<file path="src/rtl/ppc_pkg.sv">
package ppc_pkg;
    localparam int HOST_W    = 32;
    localparam int NUM_RULES = 4;
    localparam int RULE_W    = HOST_W;

    localparam logic [2:0] A_CTRL   = 3'd0;
    localparam logic [2:0] A_STATUS = 3'd1;
    localparam logic [2:0] A_LIMIT  = 3'd2;
    localparam logic [2:0] A_WORDS  = 3'd3;
    localparam logic [2:0] A_RULE0  = 3'd4;

    typedef enum logic [2:0] {
        ST_IDLE,
        ST_RUN,
        ST_DRAIN,
        ST_SWAP,
        ST_DONE
    } seq_state_e;
endpackage

</file>
<file path="src/rtl/ppc_delay_line.sv">
module ppc_delay_line #(
    parameter int W     = 9,
    parameter int DEPTH = 2
) (
    input  logic         clk,
    input  logic         rst_n,
    input  logic [W-1:0] in_i,
    output logic [W-1:0] out_o
);
    logic [DEPTH-1:0][W-1:0] pipe_d, pipe_q;

    for (genvar g = 0; g < DEPTH; g++) begin : g_stage
        if (g == 0) begin : g_head
            assign pipe_d[g] = in_i;
        end else begin : g_body
            assign pipe_d[g] = pipe_q[g-1];
        end
    end

    always_ff @(posedge clk or negedge rst_n) begin
        if (!rst_n) pipe_q <= '0;
        else        pipe_q <= pipe_d;
    end

    assign out_o = pipe_q[DEPTH-1];
endmodule

</file>
<file path="src/rtl/ppc_regs.sv">
module ppc_regs
    import ppc_pkg::*;
#(
    parameter int ADDR_W = 8,
    parameter int ITER_W = 16
) (
    input  logic                        clk,
    input  logic                        rst_n,
    input  logic                        host_we,
    input  logic [2:0]                  host_addr,
    input  logic [HOST_W-1:0]           host_wdata,
    output logic [HOST_W-1:0]           host_rdata,
    input  logic                        cfg_open_i,
    input  logic                        st_done_i,
    input  logic                        st_busy_i,
    input  logic                        st_bank_i,
    input  logic                        st_reason_i,
    input  logic [ITER_W-1:0]           st_iter_i,
    output logic                        start_o,
    output logic                        mode_o,
    output logic [ITER_W-1:0]           limit_o,
    output logic [ADDR_W:0]             words_o,
    output logic [NUM_RULES*RULE_W-1:0] rules_o
);
    typedef struct packed {
        logic                             mode;
        logic [ITER_W-1:0]                limit;
        logic [ADDR_W:0]                  words;
        logic [NUM_RULES-1:0][RULE_W-1:0] rule;
    } regs_t;

    regs_t r_d, r_q;
    logic  wr_ok;

    assign wr_ok = host_we && cfg_open_i;

    always_comb begin
        r_d = r_q;
        if (wr_ok) begin
            unique case (host_addr)
                A_CTRL:  r_d.mode  = host_wdata[1];
                A_LIMIT: r_d.limit = host_wdata[ITER_W-1:0];
                A_WORDS: r_d.words = host_wdata[ADDR_W:0];
                A_STATUS: ;
                default: r_d.rule[host_addr[1:0]] = host_wdata;
            endcase
        end
    end

    always_ff @(posedge clk or negedge rst_n) begin
        if (!rst_n) r_q <= '0;
        else        r_q <= r_d;
    end

    assign start_o = wr_ok && (host_addr == A_CTRL) && host_wdata[0];
    assign mode_o  = r_q.mode;
    assign limit_o = r_q.limit;
    assign words_o = r_q.words;
    assign rules_o = r_q.rule;

    always_comb begin
        host_rdata = '0;
        unique case (host_addr)
            A_CTRL:   host_rdata[1] = r_q.mode;
            A_STATUS: begin
                host_rdata[0]           = st_done_i;
                host_rdata[1]           = st_busy_i;
                host_rdata[2]           = st_bank_i;
                host_rdata[3]           = st_reason_i;
                host_rdata[8 +: ITER_W] = st_iter_i;
            end
            A_LIMIT:  host_rdata[ITER_W-1:0] = r_q.limit;
            A_WORDS:  host_rdata[ADDR_W:0]   = r_q.words;
            default:  host_rdata = r_q.rule[host_addr[1:0]];
        endcase
    end
endmodule

</file>
<file path="src/rtl/ppc_seq.sv">
module ppc_seq
    import ppc_pkg::*;
#(
    parameter int ADDR_W = 8,
    parameter int ITER_W = 16,
    parameter int LAT    = 2
) (
    input  logic              clk,
    input  logic              rst_n,
    input  logic              start_i,
    input  logic              mode_i,
    input  logic [ITER_W-1:0] limit_i,
    input  logic [ADDR_W:0]   words_i,
    input  logic              wr_en_i,
    input  logic              word_changed_i,
    output logic              rd_en_o,
    output logic [ADDR_W-1:0] rd_addr_o,
    output logic              bank_o,
    output logic              done_o,
    output logic              busy_o,
    output logic              cfg_open_o,
    output logic              reason_o,
    output logic [ITER_W-1:0] iter_o
);
    localparam int DW = (LAT > 1) ? $clog2(LAT) : 1;
    localparam logic [DW-1:0] DLAST = DW'(LAT - 1);

    typedef struct packed {
        seq_state_e        st;
        logic [ADDR_W:0]   rcnt;
        logic [DW-1:0]     dcnt;
        logic [ITER_W-1:0] iter;
        logic              changed;
        logic              bank;
        logic              reason;
    } seq_t;

    seq_t              s_d, s_q;
    logic [ITER_W-1:0] iter_nx;

    assign iter_nx = s_q.iter + 1'b1;

    always_comb begin
        s_d = s_q;
        if (wr_en_i && word_changed_i) s_d.changed = 1'b1;
        unique case (s_q.st)
            ST_IDLE, ST_DONE: begin
                if (start_i) begin
                    s_d.iter    = '0;
                    s_d.reason  = 1'b0;
                    s_d.changed = 1'b0;
                    s_d.rcnt    = '0;
                    s_d.st      = (words_i == '0 || limit_i == '0) ? ST_DONE : ST_RUN;
                end
            end
            ST_RUN: begin
                if (s_q.rcnt == words_i - 1'b1) begin
                    s_d.st   = ST_DRAIN;
                    s_d.dcnt = '0;
                end else begin
                    s_d.rcnt = s_q.rcnt + 1'b1;
                end
            end
            ST_DRAIN: begin
                if (s_q.dcnt == DLAST) s_d.st   = ST_SWAP;
                else                   s_d.dcnt = s_q.dcnt + 1'b1;
            end
            ST_SWAP: begin
                s_d.bank = ~s_q.bank;
                s_d.iter = iter_nx;
                if (iter_nx == limit_i) begin
                    s_d.st     = ST_DONE;
                    s_d.reason = 1'b0;
                end else if (mode_i && !s_q.changed) begin
                    s_d.st     = ST_DONE;
                    s_d.reason = 1'b1;
                end else begin
                    s_d.st      = ST_RUN;
                    s_d.rcnt    = '0;
                    s_d.changed = 1'b0;
                end
            end
            default: s_d.st = ST_IDLE;
        endcase
    end

    always_ff @(posedge clk or negedge rst_n) begin
        if (!rst_n) begin
            s_q    <= '0;
            s_q.st <= ST_IDLE;
        end else begin
            s_q <= s_d;
        end
    end

    assign rd_en_o    = (s_q.st == ST_RUN);
    assign rd_addr_o  = s_q.rcnt[ADDR_W-1:0];
    assign bank_o     = s_q.bank;
    assign done_o     = (s_q.st == ST_DONE);
    assign busy_o     = (s_q.st == ST_RUN) || (s_q.st == ST_DRAIN) || (s_q.st == ST_SWAP);
    assign cfg_open_o = (s_q.st == ST_IDLE) || (s_q.st == ST_DONE);
    assign reason_o   = s_q.reason;
    assign iter_o     = s_q.iter;
endmodule

</file>
<file path="src/rtl/pingpong_iter_ctrl.sv">
module pingpong_iter_ctrl
    import ppc_pkg::*;
#(
    parameter int ADDR_W = 8,
    parameter int ITER_W = 16,
    parameter int LAT    = 2
) (
    input  logic                        clk,
    input  logic                        rst_n,
    input  logic                        host_we,
    input  logic [2:0]                  host_addr,
    input  logic [HOST_W-1:0]           host_wdata,
    output logic [HOST_W-1:0]           host_rdata,
    input  logic                        word_changed,
    output logic                        rd_en,
    output logic [ADDR_W-1:0]           rd_addr,
    output logic                        wr_en,
    output logic [ADDR_W-1:0]           wr_addr,
    output logic                        src_bank,
    output logic [NUM_RULES*RULE_W-1:0] rules,
    output logic                        done
);
    localparam int PW = ADDR_W + 1;

    logic              start, mode, cfg_open, busy, reason;
    logic [ITER_W-1:0] limit, iter;
    logic [ADDR_W:0]   words;
    logic [PW-1:0]     wr_tag;

    ppc_regs #(.ADDR_W(ADDR_W), .ITER_W(ITER_W)) u_regs (
        .clk         (clk),
        .rst_n       (rst_n),
        .host_we     (host_we),
        .host_addr   (host_addr),
        .host_wdata  (host_wdata),
        .host_rdata  (host_rdata),
        .cfg_open_i  (cfg_open),
        .st_done_i   (done),
        .st_busy_i   (busy),
        .st_bank_i   (src_bank),
        .st_reason_i (reason),
        .st_iter_i   (iter),
        .start_o     (start),
        .mode_o      (mode),
        .limit_o     (limit),
        .words_o     (words),
        .rules_o     (rules)
    );

    ppc_seq #(.ADDR_W(ADDR_W), .ITER_W(ITER_W), .LAT(LAT)) u_seq (
        .clk            (clk),
        .rst_n          (rst_n),
        .start_i        (start),
        .mode_i         (mode),
        .limit_i        (limit),
        .words_i        (words),
        .wr_en_i        (wr_en),
        .word_changed_i (word_changed),
        .rd_en_o        (rd_en),
        .rd_addr_o      (rd_addr),
        .bank_o         (src_bank),
        .done_o         (done),
        .busy_o         (busy),
        .cfg_open_o     (cfg_open),
        .reason_o       (reason),
        .iter_o         (iter)
    );

    ppc_delay_line #(.W(PW), .DEPTH(LAT)) u_wdly (
        .clk   (clk),
        .rst_n (rst_n),
        .in_i  ({rd_en, rd_addr}),
        .out_o (wr_tag)
    );

    assign wr_en   = wr_tag[ADDR_W];
    assign wr_addr = wr_tag[ADDR_W-1:0];
endmodule

</file>
<file path="config.mk">
export PLATFORM = sky130hd
export DESIGN_NAME = pingpong_iter_ctrl
export DESIGN_NICKNAME = d
export VERILOG_FILES = /design/src/rtl/ppc_pkg.sv /design/src/rtl/ppc_delay_line.sv /design/src/rtl/ppc_regs.sv /design/src/rtl/ppc_seq.sv /design/src/rtl/pingpong_iter_ctrl.sv
export SDC_FILE = /design/constraint.sdc
export NUM_CORES = 1
export LEC_CHECK = 0
export BUFFER_PORTS_ARGS = -buffer_cell sky130_fd_sc_hd__buf_2
export CAP_MARGIN = 5
export CORE_MARGIN = 2
export CORE_UTILIZATION = 30
export CTS_BUF_LIST = sky130_fd_sc_hd__clkbuf_16
export DETAILED_ROUTE_END_ITERATION = 10
export GPL_TIMING_DRIVEN = 1
export SLEW_MARGIN = 5
export SYNTH_ARGS = -nofsm -noshare
export SYNTH_HDL_FRONTEND = slang
export SYNTH_HIERARCHICAL = 1
export SYNTH_SLANG_ARGS = --single-unit
</file>
<file path="constraint.sdc">
create_clock -name clk -period 3.5 [get_ports clk]
set_input_delay 0.7 -clock clk [delete_from_list [all_inputs] [get_ports clk]]
set_output_delay 0.7 -clock clk [all_outputs]
set_load 0.02 [all_outputs]
</file>
---- Word-level counts from Yosys, hierarchy flattened ----
Cells that the tools add are included.
storage, ports and cells
  register bits ........................... 204
  latch bits .............................. 0
  bits in writable memories ............... 0
  memory bits (read-only) ................. 0
  input port bits ......................... 39
  output and inout bits ................... 180
  word-level logic and storage cells ...... 108
  memories kept ........................... 0
cells by class
  add/sub/neg operators ................... 4
  multiply operators ...................... 0
  divide/modulo/power cells ............... 0
  order comparisons ....................... 2
  equality and inequality tests ........... 16
  shifts and indexed selects .............. 0
  muxes and demuxes ....................... 36
  bitwise logic cells ..................... 2
  reductions and logical operators ........ 32
operators with widths
  cell                                                                count
  128-bit bitwise mux                                                 1
  32-bit binary-select mux with 2-bit select                          1
  32-bit demux with 2-bit select                                      1
  32-bit 2-to-1 mux                                                   2
  17-bit one-hot mux with 2 select lines                              1
  9-bit 2-to-1 mux                                                    3
  9-bit one-hot mux with 3 select lines                               1
  7-bit one-hot mux with 3 select lines                               1
  17-bit 2-to-1 mux                                                   1
  16-bit by 1-bit adder with 16-bit output, second input constant     1
  16-bit == test                                                      1
  16-bit logical NOT                                                  1
  8-bit one-hot mux with 2 select lines                               1
  3-bit 2-to-1 mux                                                    5
  3-bit by 2-bit == test with 1-bit output, second input constant     4
  12-bit 2-to-1 mux                                                   1
  1-bit one-hot mux with 4 select lines                               3
  3-bit one-hot mux with 4 select lines                               1
  4-bit one-hot mux with 3 select lines                               1
  2-bit AND reduction                                                 6
  9-bit by 1-bit adder with 9-bit output, second input constant       1
  9-bit == test                                                       1
  9-bit logical NOT                                                   1
  9-bit by 1-bit subtractor with 9-bit output, second input constant  1
  24 further kinds                                                    51

---- Logic depth before layout (Yosys ltp) ----
Gate-level depths: netlist of run 1.
  depth in word-level cells ............... 7
  depth in mapped cells ................... 11
  depth with buffers taken out ............ 10

---- Hierarchy ----
Netlist of run 1, hierarchy kept.
modules (own cells, without submodules)
  module          instances  cells each  area each (µm²)  seq. area each (µm²)
  ppc_regs        1          516         7259.5           3853.7
  ppc_seq         1          324         2708.8           800.8
  ppc_delay_line  1          18          450.4            450.4

---- Least setup slack after synthesis of run 1 ----
OpenSTA, ideal clock, no wires.
  kind .................................... input-to-output
  start point ............................. input port host_addr[1]
  end point ............................... output port host_rdata[0]
  arrival time ............................ 1.996 ns
  data required time ...................... 2.800 ns
  setup slack ............................. 0.804 ns
  stages .................................. 5
  path buffers ............................ 2
  cells stage by stage .................... buf_2 > buf_2 > nor2b_1 > a221oi_1 > a221oi_1
between the ends
  cells in the longest elaborated chain, start to end .. 3
  elaborated cells between the ends (all ways) .. 7
  those cells by class .................... eq/ne (3); mux (3); reduce/logical (1)
ends and longest elaborated chain
  what                                        line                      source
  from (decl)                                 pingpong_iter_ctrl.sv:11  input logic [2:0] host_addr,
  32-bit binary-select mux with 2-bit select  ppc_regs.sv:74            default: host_rdata = r_q.rule[host_addr[1:0]];
  32-bit 2-to-1 mux (not written as such)     ppc_regs.sv:74
  1-bit one-hot mux with 4 select lines (*)   ppc_regs.sv:63            unique case (host_addr)
  to (decl)                                   pingpong_iter_ctrl.sv:13  output logic [HOST_W-1:0] host_rdata,
Every way passes the cells marked *; elsewhere a longest branch is shown, timed or not. The select of a mux whose other input is x is not followed.

---- Final worst setup path of run 1 ----
  start point ............................. register u_seq/s_q[30] (netlist name)
  end point ............................... output port host_rdata[0]
between the ends
  cells in the longest elaborated chain, start to end .. 2
ends and longest elaborated chain
  what                                   line            source
  from (decl)                            ppc_seq.sv:38   seq_t s_d, s_q;
  3-bit == test                          ppc_seq.sv:99   assign done_o = (s_q.st == ST_DONE);
  1-bit one-hot mux with 4 select lines  ppc_regs.sv:63
Every way passes these cells.

==> impl_summary.log, run 1 <==
INFO  metric coreArea = 34400 um2
INFO  metric vias_per_cell = 5.06
INFO  metric synth_edf_count = 0
INFO  metric clkSinkCount = 204
INFO  metric power.leakage = 5.66 nW
INFO  metric initial_utilization = 0.303
INFO  metric finalMaxSlewViolations = 0
INFO  metric setup-violations-final = 0
INFO  metric grt_use_met2 = 0.259
INFO  metric fp.dieArea = 36200 um2
INFO  metric timing.clock.skew = 0.0240 ns
INFO  metric hold_path_class = in -> async
INFO  metric clk_pin_slew_worst_paths = 0.05 ns
INFO  metric clk_latency = 0.53 ns
INFO  metric seq_area_frac_synth = 0.490
INFO  metric drtAntennaViolNets = 0
INFO  metric place.gp.congestion = 0.826
INFO  metric library_cell_used_as_clock_root_buffer = clkbuf_16
INFO  metric drcViolationCount = 0
INFO  metric grtUsageTotal = 0.164
INFO  metric power_per_cell_area = 834 nW/um2
INFO  metric number_of_global_route_vias_before_repair = 7739
INFO  metric wire_per_inst = 19.6 um
INFO  metric grt_use_met1 = 0.234
INFO  metric antenna_found_initial = 0
INFO  metric num_rows = 68
INFO  metric postSynthCellCount = 858
INFO  metric crit_path_end_kind = output port
INFO  metric final_core_utilization = 0.367
INFO  metric worst_ir_drop_vdd = 400 uV
INFO  metric grt_setup_unrepaired = no
INFO  metric layout-drive-gt1-share = 0.442
INFO  metric globalRoute.busiestLayer = met2
INFO  metric start_point_of_the_critical_path = u_seq/s_q[30]
INFO  metric setup.worst_path.start_class = flop
INFO  metric tritoncts = done
INFO  metric number_of_iterations_in_the_first_detailed_routing_pass = 4
INFO  metric timing.final.hold_violations = 0
INFO  metric synth.area.top_cells = dfrtp_1, mux2_2, buf_4
INFO  metric cp-endpoint = host_rdata[0]
INFO  metric path_class = reg -> out
INFO  metric grt_max_degree = 83
INFO  metric synth.distinct_cells = 71
INFO  metric clock_path_buffers = 3
INFO  metric synthFlopType = dfrtp_1
INFO  metric yosysTopAreaCell = dfrtp_1
INFO  metric h_tree_depth = 1
INFO  metric timing.fmax = 327 MHz
INFO  metric final_min_period_over_clock_period = 0.874
INFO  metric hold_buffers_post_cts = 0
INFO  metric ff2ff_setup_slack = 0.60 ns
INFO  metric regToRegEndpoint = u_seq/rd_addr_o[0]
INFO  metric met3_usage = 0.0263
INFO  metric antenna_cells_inserted = 0
INFO  metric ys_top_cells_by_count = dfrtp_1, mux2_2, nand2_1
INFO  metric timing.critical_path.required = 2.80 ns
INFO  metric wl = 29800 um
INFO  metric slew_headroom = 0.474
INFO  metric fin_crit = 3.06 ns
INFO  metric run_status = complete, no violations
INFO  metric dr_iter_0_viols = 325
INFO  metric synthesis.area_per_instance = 12.1 um2
INFO  metric layout-area-overhead-vs-synth = 21.2%
INFO  metric maxCapViolCount = 0
INFO  metric num_io_pins = 219
INFO  metric synthesis.area = 10400 um2
INFO  metric synth_largest_type_area_fraction = 0.490
INFO  metric reg2reg_from = u_regs/words_o[0]
INFO  metric cp.arrival = 2.36 ns
INFO  metric synthMostInstantiatedCell = dfrtp_1
INFO  metric dpl.cell_count = 1481
INFO  metric instances_no_fill = 1524
INFO  metric yosys_warnings = 6
INFO  metric numCtsBuffers = 25
INFO  metric hpwl = 20900 um
INFO  metric ctsResizeCount = 0
INFO  metric layout.nets = 1095
INFO  metric dieHeight = 190 um
INFO  metric route.vias.total = 7709
INFO  metric placement.io_buffers = 218
INFO  metric synth_async_sr_flop_share = 1.00
INFO  metric worstMarginPinSlew = 0.788 ns
INFO  metric grt_pass1_wl = 46800 um
INFO  metric synth-seq-cells = 204
INFO  metric mappedNetlistNets = 900
INFO  metric dieWidth = 190 um
INFO  metric post_cts_buffers = 0
INFO  metric reg2reg_depth = 10
INFO  metric grt-ovfl-total = 0
INFO  metric timing.setup.tns = 0 ns
INFO  metric critical_path_peak_fanout = 8
how the worst min path moves through the flow:
stage | start | endpoint | depth (start not counted)
6_report | rst_n | u_wdly/pipe_d[14] | 1
2_1_floorplan | u_wdly/pipe_d[9] | u_wdly/out_o[0] | 0
3_5_place_dp | u_wdly/pipe_d[9] | u_wdly/out_o[0] | 0
4_1_cts | rst_n | u_wdly/pipe_d[14] | 1
5_1_grt | rst_n | u_wdly/pipe_d[14] | 1
3_3_place_gp | u_wdly/pipe_d[13] | u_wdly/out_o[4] | 0
cell usage in the layout, fill, tap and decap left out, types with 5 or more instances in the layout:
| master | n |
|---|---|
| buf_2 | 216 |
| dfrtp_1 | 204 |
| mux2_2 | 169 |
| nand2_1 | 41 |
| o21ai_0 | 35 |
| mux2i_1 | 29 |
| clkbuf_16 | 25 |
| nor2_1 | 24 |
| a21oi_1 | 23 |
| buf_4 | 19 |
| a221oi_1 | 18 |
| and2_1 | 18 |
| nor3_1 | 15 |
| nand2b_1 | 13 |
| xor2_1 | 13 |
| nor2b_1 | 12 |
| a31oi_1 | 12 |
| xnor2_1 | 12 |
| inv_1 | 11 |
| mux4_2 | 10 |
| clkinv_1 | 8 |
| mux2_1 | 8 |
| nand3_1 | 8 |
| o211ai_1 | 7 |
| o31ai_1 | 7 |
| a22oi_1 | 6 |
| and3_1 | 6 |
| or3_1 | 6 |
| nor4_1 | 6 |
| buf_12 | 5 |
| nor3b_1 | 5 |
| nand4_1 | 5 |
routing by layer:
metal | routed length, um | up-vias
met5 | 0 | -
met4 | 567 | 0
met3 | 1420 | 40
met2 | 14100 | 197
met1 | 13800 | 3938
li1 | - | 3534
state kept, by name, summed over array words and instances (netlist names):
register	flops
u_regs/rules_o	128
u_wdly/out_o	9
u_regs/words_o	9
u_seq/iter_o	16
u_seq/s_q	6
u_wdly/pipe_d	9
u_seq/bank_o	1
u_seq/rd_addr_o	8
u_regs/mode_o	1
u_regs/limit_o	16
u_seq/reason_o	1
cell families (layout without fill, tap and decap cells):
group / Yosys count / after routing / share of synthesized area
flip-flops: 204 / 204 / 0.490
XOR/XNOR: 25 / 25 / 0.0210
AND/OR/NAND/NOR: 184 / 184 / 0.102
adder cells (fa/ha/maj): 3 / 3 / 0.00360
AO/OA/AOI/OAI: 144 / 144 / 0.0950
buffers and inverters: 82 / 293 / 0.0474
multiplexers: 216 / 216 / 0.241
critical path, stage by stage, from the launching register on:
cell      delay [ns]
dfrtp_1         0.44
nor2_1          0.22
buf_4           0.19
and2_1          0.19
mux2_2          0.20
a221oi_1        0.08
a221oi_1        0.27
buf_2           0.24
layout make-up:
| cell class | count | area [um2] |
|---|---|---|
| clock inverters | 18 | 116 |
| multi-input cells | 572 | 4840 |
| flip-flops and latches | 204 | 5100 |
| repair buffers | 241 | 1340 |
| inverters | 9 | 33.8 |
| well taps | 455 | 569 |
| fillers | 3470 | 21700 |
| clock buffers | 25 | 626 |
through the flow:
stage | hold WS (ns) | instance area [um2] | total power, mW | worst slack (ns)
finish | 0.199 | 12600 | 10.5 | 0.442
global route | 0.242 | 12600 | 11.2 | 0.316
CTS | 0.257 | 12600 | 10.6 | 0.400
detailed placement | 0.335 | 11900 | 8.19 | 0.458
global placement | 0.332 | 11900 | 8.11 | 0.485
floorplan | 0.331 | 10400 | 6.78 | 0.804
power by group:
part / leakage [nW] / switching (mW) / internal, mW
logic: 2.79 / 2.21 / 1.73
registers: 2.51 / 0.977 / 3.22
clock network: 0.370 / 1.02 / 1.36
Power figures use the tool's default switching activity.
==> run 2, diff against run 1 <==
Settings changed: CORE_MARGIN 2 to not set, SLEW_MARGIN 5 to 20.
==> impl_summary.log, run 2 (synthesis results as in run 1) <==
INFO  metric run_status = complete, no violations
INFO  metric number_of_iterations_in_the_first_detailed_routing_pass = 7 (+3)
INFO  metric final_area = 12600 um2 (-0.13%)
INFO  metric timing.critical_path.required = 2.80 ns (about the same)
INFO  metric power_per_cell_area = 833 nW/um2 (about the same)
INFO  metric layout.nets = 1093 (-0.18%)
INFO  metric clk_latency = 0.53 ns (about the same)
INFO  metric wire_per_inst = 19.1 um (-2.5%)
INFO  metric setup.worst_path.start_class = input pin
INFO  metric power.share.switching = 0.399 (-0.00105)
INFO  metric share_of_power_burned_in_the_clock_network = 0.227 (about the same)
INFO  metric library_cell_used_as_clock_root_buffer = clkbuf_16
INFO  metric fp.dieArea = 35500 um2 (-2.1%)
INFO  metric grt_use_met2 = 0.250 (-0.00867)
INFO  metric number_of_global_route_vias_before_repair = 7738 (-0.013%)
INFO  metric start_point_of_the_critical_path = host_addr[1]
INFO  metric hold_path_class = in -> async
INFO  metric h_tree_depth = 1 (unchanged)
INFO  metric antenna_found_initial = 0 (unchanged)
INFO  metric timing.critical_path.buf_inv = 2 (unchanged)
INFO  metric drcViolationCount = 0 (unchanged)
INFO  metric vias_per_cell = 5.07 (+0.31%)
INFO  metric path_cells = buf_4 -> nor3b_2 -> a22oi_1 -> a221oi_1 -> buf_2
INFO  metric maxCapViolCount = 0 (unchanged)
INFO  metric ff2ff_setup_slack = 0.61 ns (about the same)
INFO  metric timing.clock.skew = 0.0114 ns (-0.0126 ns)
INFO  metric grtUsageTotal = 0.163 (-0.000588)
INFO  metric reg2reg_depth = 9 (-1)
INFO  metric place.gp.congestion = 0.830 (+0.39%)
INFO  metric worstMarginPinSlew = 0.782 ns (-0.00551 ns)
INFO  metric critical_path_peak_fanout = 31 (+23)
INFO  metric instances_no_fill = 1517 (-0.46%)
INFO  metric critPathMaxStageDelay = 0.51 ns (+0.07 ns)
INFO  metric initial_utilization = 0.308 (+0.00452)
INFO  metric clock_path_buffers = 3 (unchanged)
INFO  metric layout-area-overhead-vs-synth = 21.0%
INFO  metric crit_path_end_kind = output port
INFO  metric setup-violations-final = 0 (unchanged)
INFO  metric timing.setup.tns = 0 ns (unchanged)
INFO  metric final_min_period_over_clock_period = 0.866 (-0.00723)
INFO  metric drtAntennaViolNets = 0 (unchanged)
INFO  metric globalRoute.busiestLayer = met2
INFO  metric flip_flop_count_of_the_largest_register_all_copies_and_words_added = 128 (unchanged)
INFO  metric met3_usage = 0.0346 (+0.00833)
INFO  metric dr_iter_0_viols = 316 (-2.8%)
INFO  metric power_internal = 6.32 mW (about the same)
INFO  metric antenna_cells_inserted = 0 (unchanged)
INFO  metric clk_pin_slew_worst_paths = 0.06 ns (about the same)
INFO  metric comb_power_share = 0.374 (about the same)
INFO  metric grt-ovfl-total = 0 (unchanged)
INFO  metric mostFrequentLayoutCells = buf_2, dfrtp_1, mux2_2, nand2_1, o21ai_0
INFO  metric route.vias.total = 7697 (-0.16%)
INFO  metric filler_cell_count = 3364 (-3.1%)
INFO  metric num_rows = 67 (-1.5%)
INFO  metric sequentialPowerShare = 0.398 (about the same)
INFO  metric preCtsSetupSlack = 0.460 ns (+0.00171 ns)
INFO  metric grt_setup_unrepaired = no
INFO  metric hpwl = 20600 um (-1.8%)
INFO  metric coreArea = 33900 um2 (-1.5%)
INFO  metric grt_use_met1 = 0.233 (-0.000686)
INFO  metric power.switching = 4.19 mW (-0.45%)
INFO  metric slew_headroom = 0.477 (+0.00368)
INFO  metric grt_max_degree = 65 (-22%)
INFO  metric power.leakage = 5.66 nW (about the same)
INFO  metric fin_crit = 3.03 ns (-0.0253 ns)
INFO  metric most_common_cell_after_layout_fill_and_taps_aside = buf_2
INFO  metric crit_family = buffers and inverters
INFO  metric timing.fmax = 330 MHz (+0.83%)
INFO  metric cp.arrival = 2.33 ns (-0.03 ns)
INFO  metric dieWidth = 188 um (-1.1%)
INFO  metric clkSinkCount = 204 (unchanged)
INFO  metric dieHeight = 188 um (-1.1%)
INFO  metric dpl.cell_count = 1472 (-0.61%)
INFO  metric ctsResizeCount = 0 (unchanged)
INFO  metric tritoncts = done
INFO  metric placement.io_buffers = 218 (unchanged)
INFO  metric worst_setup_slack_final = 0.467 ns (+0.0253 ns)
INFO  metric worst_ir_drop_vdd = 380 uV (-5.0%)
INFO  metric numCtsBuffers = 25 (unchanged)
INFO  metric hold_slack = 0.180 ns (-0.0191 ns)
INFO  metric reg2reg_from = u_seq/iter_o[0]
INFO  metric post_dp_cell_area = 11900 um2 (-0.20%)
INFO  metric hold_buffers_post_cts = 0 (unchanged)
INFO  metric regToRegEndpoint = u_seq/rd_addr_o[0]
INFO  metric path_class = in -> out
INFO  metric layout-drive-gt1-share = 0.439 (-0.00281)
INFO  metric grt_pass1_wl = 46300 um (-1.0%)
INFO  metric wl = 29000 um (-2.9%)
INFO  metric num_io_pins = 219 (unchanged)
INFO  metric timing.final.hold_violations = 0 (unchanged)
INFO  metric cpMaxStageDelayCell = nor3b_2
INFO  metric finalMaxSlewViolations = 0 (unchanged)
INFO  metric post_cts_buffers = 0 (unchanged)
## run 2: cell count changes in the layout (fill, tap and decap cells not counted), sizes merged
cell	delta
clkinv	-4
buf	-2
inv	+4
clkinvlp	+2
## run 2: how the worst max path moves through the flow
| stage | endpoint | slack, ns | cells past startpoint |
|---|---|---|---|
| after floorplan | host_rdata[0] | 0.80 | 5 |
| after global placement | host_rdata[11] | 0.48 | 5 |
| after detailed placement | host_rdata[11] | 0.46 | 5 |
| after CTS | host_rdata[11] | 0.46 | 5 |
| after global routing | host_rdata[0] | 0.34 | 7 |
| final | host_rdata[11] | 0.47 | 5 |
## run 2: cell type report
cell class              instances  area [um2]  share of cell area
multi-input cells             572        4840               0.384
flip-flops and latches        204        5100               0.405
repair buffers                239        1320               0.105
clock buffers                  25         626              0.0496
inverters                       9        33.8             0.00268
well taps                     448         561              0.0444
clock inverters                20         124             0.00982
## run 2: worst reg2reg max path: cells and delay by family (launching register included)
family,cells,cell delay [ns]
AND/OR/NAND/NOR,5,1.26
adder cells (fa/ha/maj),1,0.30
AO/OA/AOI/OAI,2,0.60
multiplexers,1,0.21
flip-flops,1,0.46
## run 2: routing by layer
| layer | part of all wire | vias to the layer above |
|---|---|---|
| li1 | - | 3539 |
| met1 | 0.47 | 3923 |
| met2 | 0.46 | 193 |
| met3 | 0.055 | 42 |
| met4 | 0.018 | 0 |
| met5 | 0 | - |
## run 2: power by group through the flow
stage	registers, mW	logic (mW)	clock network, mW
floorplan	4.65	2.13	0
global placement	4.20	3.90	0
detailed placement	4.22	3.94	0
CTS	4.19	3.96	2.46
global route	4.34	4.25	2.57
finish	4.18	3.93	2.39
## run 2: metrics by stage
stage,util,power (mW)
after floorplan,-,6.78
after global placement,0.350,8.10
after detailed placement,0.350,8.17
after CTS,0.372,10.6
after global routing,0.372,11.2
final,0.372,10.5
